===== config.mk =====
export PLATFORM = sky130hd
export DESIGN_NAME = clkseq_top
export DESIGN_NICKNAME = d
export VERILOG_FILES = /design/src/rtl/clkseq_pkg.sv /design/src/rtl/clkseq_phase.sv /design/src/rtl/clkseq_counter.sv /design/src/rtl/clkseq_release.sv /design/src/rtl/clkseq_top.sv
export SDC_FILE = /design/constraint.sdc
export NUM_CORES = 1
export LEC_CHECK = 0
export ABC_AREA = 1
export BUFFER_PORTS_ARGS = -buffer_cell sky130_fd_sc_hd__buf_2
export CAP_MARGIN = 30
export CELL_PAD_IN_SITES_DETAIL_PLACEMENT = 1
export CELL_PAD_IN_SITES_GLOBAL_PLACEMENT = 1
export CORE_ASPECT_RATIO = 0.7
export CORE_MARGIN = 5
export CORE_UTILIZATION = 42
export DETAILED_ROUTE_END_ITERATION = 6
export PLACE_DENSITY = 0.88
export SYNTH_ARGS = -nofsm -noshare
export SYNTH_HDL_FRONTEND = slang
export SYNTH_SLANG_ARGS = --single-unit

===== constraint.sdc =====
create_clock -name clk -period 4.1 [get_ports clk]
set_input_delay 0.205 -clock clk [delete_from_list [all_inputs] [get_ports clk]]
set_output_delay 0.205 -clock clk [all_outputs]
set_load 0.02 [all_outputs]

===== src/rtl/clkseq_pkg.sv =====
package clkseq_pkg;
  localparam int PHASES    = 8;
  localparam int PH_W      = $clog2(PHASES);
  localparam int VEC_W     = 6;
  localparam int POS_BASE  = 5;
  localparam int POS_RST   = 4;
  localparam int POS_2X    = 3;
  localparam int POS_4X    = 2;
  typedef logic [PH_W-1:0] phase_t;
endpackage


===== src/rtl/clkseq_phase.sv =====
module clkseq_phase
  import clkseq_pkg::*;
(
  input  logic           clk,
  input  logic           rst_n,
  input  logic           restart,
  output logic [PH_W-1:0] clk_code,
  output logic           wrap
);
  phase_t ph_q, ph_d;

  always_comb begin
    if (restart) ph_d = '0;
    else         ph_d = ph_q + phase_t'(1);
  end

  always_ff @(posedge clk or negedge rst_n) begin
    if (!rst_n) ph_q <= '0;
    else        ph_q <= ph_d;
  end

  // Code counts down while the phase counts up: each bit is high in the first half of its period
  for (genvar i = 0; i < PH_W; i++) begin : g_bit
    assign clk_code[i] = ~ph_q[i];
  end

  assign wrap = (ph_q == phase_t'(PHASES - 1));
endmodule


===== src/rtl/clkseq_counter.sv =====
module clkseq_counter #(
  parameter int CNT_W = 16
) (
  input  logic             clk,
  input  logic             rst_n,
  input  logic             restart,
  input  logic             inc_en,
  output logic [CNT_W-1:0] count
);
  localparam logic [CNT_W-1:0] START = CNT_W'(1);
  logic [CNT_W-1:0] cnt_q, cnt_d;
  logic             cnt_en;

  assign cnt_en = restart | inc_en;

  always_comb begin
    if (restart) cnt_d = START;
    else         cnt_d = cnt_q + CNT_W'(1);
  end

  always_ff @(posedge clk or negedge rst_n) begin
    if (!rst_n)      cnt_q <= START;
    else if (cnt_en) cnt_q <= cnt_d;
  end

  assign count = cnt_q;
endmodule


===== src/rtl/clkseq_release.sv =====
module clkseq_release #(
  parameter int CNT_W = 16,
  parameter int LIMIT = 10
) (
  input  logic             clk,
  input  logic             rst_n,
  input  logic             restart,
  input  logic [CNT_W-1:0] count,
  output logic             held
);
  localparam logic [CNT_W:0] LIM = (CNT_W+1)'(LIMIT);
  logic held_q, held_d, held_en, past_limit;

  assign past_limit = ({1'b0, count} > LIM);
  assign held_en    = restart | (held_q & past_limit);

  always_comb begin
    if (restart) held_d = 1'b1;
    else         held_d = 1'b0;
  end

  always_ff @(posedge clk or negedge rst_n) begin
    if (!rst_n)       held_q <= 1'b1;
    else if (held_en) held_q <= held_d;
  end

  assign held = held_q;
endmodule


===== src/rtl/clkseq_top.sv =====
module clkseq_top
  import clkseq_pkg::*;
#(
  parameter int THREADS    = 2,
  parameter int CNT_W      = 16,
  parameter int RST_CYCLES = 10,
  parameter int RUN_CYCLES = 200
) (
  input  logic               clk,
  input  logic               rst_n,
  input  logic               restart,
  output logic [VEC_W-1:0]   ctrl_vec,
  output logic [THREADS-1:0] stop_mask,
  output logic [CNT_W-1:0]   base_cycle
);
  logic [PH_W-1:0]  code;
  logic             wrap;
  logic [CNT_W-1:0] cnt;
  logic             rst_held, stop_held;

  clkseq_phase u_phase (
    .clk(clk), .rst_n(rst_n), .restart(restart),
    .clk_code(code), .wrap(wrap)
  );

  clkseq_counter #(.CNT_W(CNT_W)) u_cnt (
    .clk(clk), .rst_n(rst_n), .restart(restart),
    .inc_en(wrap), .count(cnt)
  );

  clkseq_release #(.CNT_W(CNT_W), .LIMIT(RST_CYCLES)) u_rst_rel (
    .clk(clk), .rst_n(rst_n), .restart(restart),
    .count(cnt), .held(rst_held)
  );

  clkseq_release #(.CNT_W(CNT_W), .LIMIT(RUN_CYCLES)) u_run_rel (
    .clk(clk), .rst_n(rst_n), .restart(restart),
    .count(cnt), .held(stop_held)
  );

  always_comb begin
    ctrl_vec           = '0;
    ctrl_vec[POS_BASE] = code[2];
    ctrl_vec[POS_2X]   = code[1];
    ctrl_vec[POS_4X]   = code[0];
    ctrl_vec[POS_RST]  = rst_held;
  end

  assign stop_mask  = {THREADS{stop_held}};
  assign base_cycle = cnt;
endmodule


# Word level (Yosys, flattened, before mapping)
# Index checks and enable logic that the tools add are counted.
# classes
addsub,2
n_lt_le_gt_ge,2
n_eq_ne,1
muxes,3
n_bitwise,8
# op_table
op,count
adder 16 x 1 -> 16 bit (second input constant),1
greater-than comparator 16 x 4 -> 1 bit (second input constant),1
greater-than comparator 16 x 8 -> 1 bit (second input constant),1
2-to-1 mux 16 bit,1
adder 3 x 1 -> 3 bit (second input constant),1
== test 3 bit (second input constant),1
2-to-1 mux 3 bit,1
NOT 1 bit,3
OR 1 bit,3
bitwise AND 1 bit,2
2-to-1 mux 1 bit,1
# word_totals
register_bits,21
in_bits,3
output_inout_bits,24
elab_cells,20

# Logic depth before layout (Yosys ltp)
# depth
ltp_word,3
ltp_mapped,9
ltp_nobuf,9

# By module
# From an unflattened synthesis, not the netlist that was laid out.
# hier_totals
cells_unflattened,189
hier_area_um2,1293.7
# by_module_without_submodules
module,n_inst,cells_per_inst,area_per_inst_um2,seq_area_each_um2
clkseq_counter,1,130,917.1,401.6
clkseq_phase,1,13,130.1,75.1
clkseq_release at u_run_rel,1,21,105.1,26.3
clkseq_release at u_rst_rel,1,19,100.1,26.3
clkseq_top,1,6,41.3,0.0

# Least setup slack after synthesis
# No wires, ideal clock.
# synth_timing
path_kind,register to register
from,reg u_cnt.cnt_q[0] (netlist: u_cnt.count[0])
to,reg u_cnt.cnt_q[10] (netlist: u_cnt.count[10])
setup_ns,0.119
arrival_ns,1.339
required_time_ns,3.981
slack_ns,2.642
stages_incl_launch_ff,9
n_path_buf,0
period_less_slack_ns,1.458
cell_sequence,dfstp_2 ha_1 nand2_1 inv_2 nand2_1 nor2_1 nand3_1 nand2_1 a21oi_2
# synth_via
elab_chain_len,2
# synth_rtl
item,line_no,text
from (decl),clkseq_counter.sv:11,"logic [CNT_W-1:0] cnt_q, cnt_d;"
from (signal assigned),clkseq_counter.sv:23,else if (cnt_en) cnt_q <= cnt_d;
adder 16 x 1 -> 16 bit,clkseq_counter.sv:18,else cnt_d = cnt_q + CNT_W'(1);
2-to-1 mux 16 bit,clkseq_counter.sv:17,if (restart) cnt_d = START;
# No other way between the ends.
# A chain may end at the register's enable or synchronous reset.

# Worst setup path after layout
# layout_timing
from,reg u_phase.ph_q[0]
to,reg u_cnt.cnt_q[10] (netlist: u_cnt.count[10])
# layout_via
elab_chain_len,2
# layout_rtl
item,line_no,text
from (decl),clkseq_phase.sv:10,"phase_t ph_q, ph_d;"
from (signal assigned),clkseq_phase.sv:19,else ph_q <= ph_d;
== test 3 bit,clkseq_phase.sv:27,assign wrap = (ph_q == phase_t'(PHASES - 1));
OR 1 bit,clkseq_counter.sv:14,assign cnt_en = restart | inc_en;
# No other way between the ends.

==> results.md <==
* Status: complete, no violations
* Seq/Total Area, Yosys at 0.407
* Largest stage delay on the critical path at 410 ps
* Initial DRC count at 50
* FF-to-FF Start: u_phase.ph_q[0]$_DFF_PN0_
* Vias per cell at 5.25
* Largest area contributor in the netlist: dfrtp_1
* Die ar. at 0.00433 sq mm
* Core footprint at 0.00288 sq mm
* CP max stage cell: dfrtp_1
* Site row count at 16
* Routed Antenna Nets at 0
* Detailed Place HPWL at 2.82 mm
* Filler cells at 384
* Post-DR wirelength/cell at 16.2 um
* IO Count at 27
* TritonCTS clock tree: built
* Synthesized flop and latch total at 21
* Largest net degree at the start of global routing at 22
* Syn Std Cell Area at 0.00130 sq mm
* Critical path origin: u_phase.ph_q[0]$_DFF_PN0_
* Critical path peak fanout at 7
* Port bufs at 24
* Reg2reg path depth at 9
* Critical path type: reg2reg
* Clk root buf: clkbuf_8
* Initial antenna violation count at 0
* Ys Warns at 0
* Yosys top cell area share at 0.346
* Antenna cells at 0
* Startpoint types: flop
* Post-synthesis area per instance at 7.84 sq um
* Worst Hold Class: in2reg
* GRT Overall Usage at 0.172
* R2r setup slk at 2410 ps
* Routability Congestion at 0.866
* Max_slew headroom at 0.664
* TritonCTS sink count at 21
* Cells after DPL at 220
* Hold path cells at 2
* First-pass DRT Iterations at 4
* RSZ-0062 raised after global routing: false
* Gr ovfl total at 0
* Max VDD drop at 0.208 mV
* Final Max Tran Viols at 0
* Measured slew at the worst slew-check pin at 504 ps
* Die Ht at 56.6 um
* Setup-failing EPs final at 0
* Final worst-path cycle share at 0.413
* Maximum clock rate at 590 MHz
* Fin. Hold Viols at 0
* Clock Latency Late Sink at 270 ps
* Vias post-DR at 1182
* CP Data Arrival Time at 1890 ps
* Final Critical Period at 1690 ps
* Starting Density at 0.451
* Hold_sp: restart
* CP Capture Type: flop
* Max clock buf depth at 2
* Synth cell types at 28
* Max cap viols at 0
* Num CTS Buffers at 3
* Leakage at 0.000833 uW
* Drt drc at 0
* Largest cells by area after synthesis: dfrtp_1 (35%), nand2_1 (7.8%), inv_1 (7.5%), dfstp_2 (6.1%), nor2_1 (5.5%)
* Vias in the first global route at 1199
* Worst path required time at 4290 ps
* Routed wire length at 3.63 mm
* Register clock-pin slew on the reported worst setup and hold paths at 70 ps
* Layout Nets at 197
* Layout Skew at 5.27 ps
* Crit path cell chain: ha_1 > ha_1 > inv_1 > nand2_2 > nand2_1 > nor2_1 > nand3_1 > nand2_1 > a21oi_2
* Die width at 76.5 um
* PwrDens at 258 mW/mm^2
* Growth of design area from synthesis to finish at 13.4%
* H-tree Lvls at 1
* Layout cell share with drive strength beyond 1 at 0.254
* Final cell count without fillers at 225
* Global-route wire length before repair at 5.89 mm
* Setup Total Neg Slack at 0 ps
* Synth Instances at 166
==> final timing paths <==
path,end
min in group asynchronous,u_phase.ph_q[0]$_DFF_PN0_
hold / removal,u_phase.ph_q[1]$_DFF_PN0_
hold reg to reg,u_phase.ph_q[0]$_DFF_PN0_
setup reg to reg,u_cnt.count[10]$_DFFE_PN0P_
max in group asynchronous,u_rst_rel.held$_DFFE_PN1P_
setup / recovery,u_cnt.count[10]$_DFFE_PN0P_
==> worst max-delay path: cells and delay by family, from the launching register on <==
kind                     cells  cell delay (ps)
AO/OA/AOI/OAI                1              130
buffers and inverters        1              100
AND/OR/NAND/NOR              5              530
flip-flops                   1              410
adder cells (fa/ha/maj)      2              430
==> Yosys cell counts, drive strengths merged <==
| cell type | n |
|---|---|
| nand2 | 33 |
| inv | 28 |
| nor2 | 27 |
| dfrtp | 18 |
| nand3 | 14 |
| a21oi | 11 |
| o21ai | 9 |
| buf | 7 |
| ha | 4 |
| dfstp | 3 |
| nand4 | 3 |
| nor3 | 3 |
| a21boi | 1 |
| conb | 1 |
| o211ai | 1 |
| o21a | 1 |
| o21bai | 1 |
| o31ai | 1 |
==> state kept, by name, summed over array words and instances (netlist names) <==
signal          count
u_phase.ph_q        3
u_run_rel.held      1
u_rst_rel.held      1
u_cnt.count        16
==> area by class of cell <==
cell class,count,area [sq um],area share
Timing Repair Buffer,25,130,0.0882
Sequential cell,21,529,0.359
Inverter,28,105,0.0712
Multi-Input combinational cell,111,621,0.421
Tap cell,36,45.0,0.0305
Clock buffer,4,45.0,0.0305
==> cell usage in the layout (no fill, tap or decap), drive strengths merged <==
cell / synthesis / final
a21boi: 1 / 1
a21oi: 11 / 11
buf: 7 / 24
clkbuf: 0 / 4
conb: 1 / 2
dfrtp: 18 / 18
dfstp: 3 / 3
dlygate4sd3: 0 / 1
ha: 4 / 4
inv: 28 / 28
nand2: 33 / 33
nand3: 14 / 14
nand4: 3 / 3
nor2: 27 / 27
nor3: 3 / 3
o211ai: 1 / 1
o21a: 1 / 1
o21ai: 9 / 9
o21bai: 1 / 1
o31ai: 1 / 1
==> logic make-up (layout without fill, tap and decap cells) <==
group           Yosys count  in the layout  share of synthesized area
buf+inv                  35             57                      0.119
compound gates           25             25                      0.109
fa+ha+maj                 4              4                     0.0385
flops                    21             21                      0.407
other cells               1              2                    0.00288
simple gates             80             80                      0.324
==> metrics by stage <==
step	cell area [sq um]	total power, uW	utilization	setup WS (ps)	hold WS (ps)
after floorplan	1310	235	-	2640	-90.6
after global placement	1420	242	0.493	2600	190
after detailed placement	1420	244	0.493	2430	201
after CTS	1480	387	0.512	2420	265
after global routing	1480	398	0.512	2310	264
final	1480	381	0.512	2410	268
==> power breakdown <==
group | switching (uW) | leakage (uW) | internal (uW)
clock | 70.4 | 0.0000228 | 69.5
combinational | 21.6 | 0.000529 | 7.48
sequential | 1.96 | 0.000281 | 210
==> metal layers <==
layer	routed length [um]	GRT usage	up-vias
met3	186	0.0495	5
met4	33	0.0424	0
met5	0	0	-
met1	1660	0.214	580
met2	1760	0.294	32
li1	-	-	565
==> what timing repair did <==
item / CTS / global route
buffers inserted: 0 / 0
hold endpoints to repair: 18 / 0
hold buffers: 1 / 0
resized for setup: 0 / 0
Power figures use the tool's default switching activity.
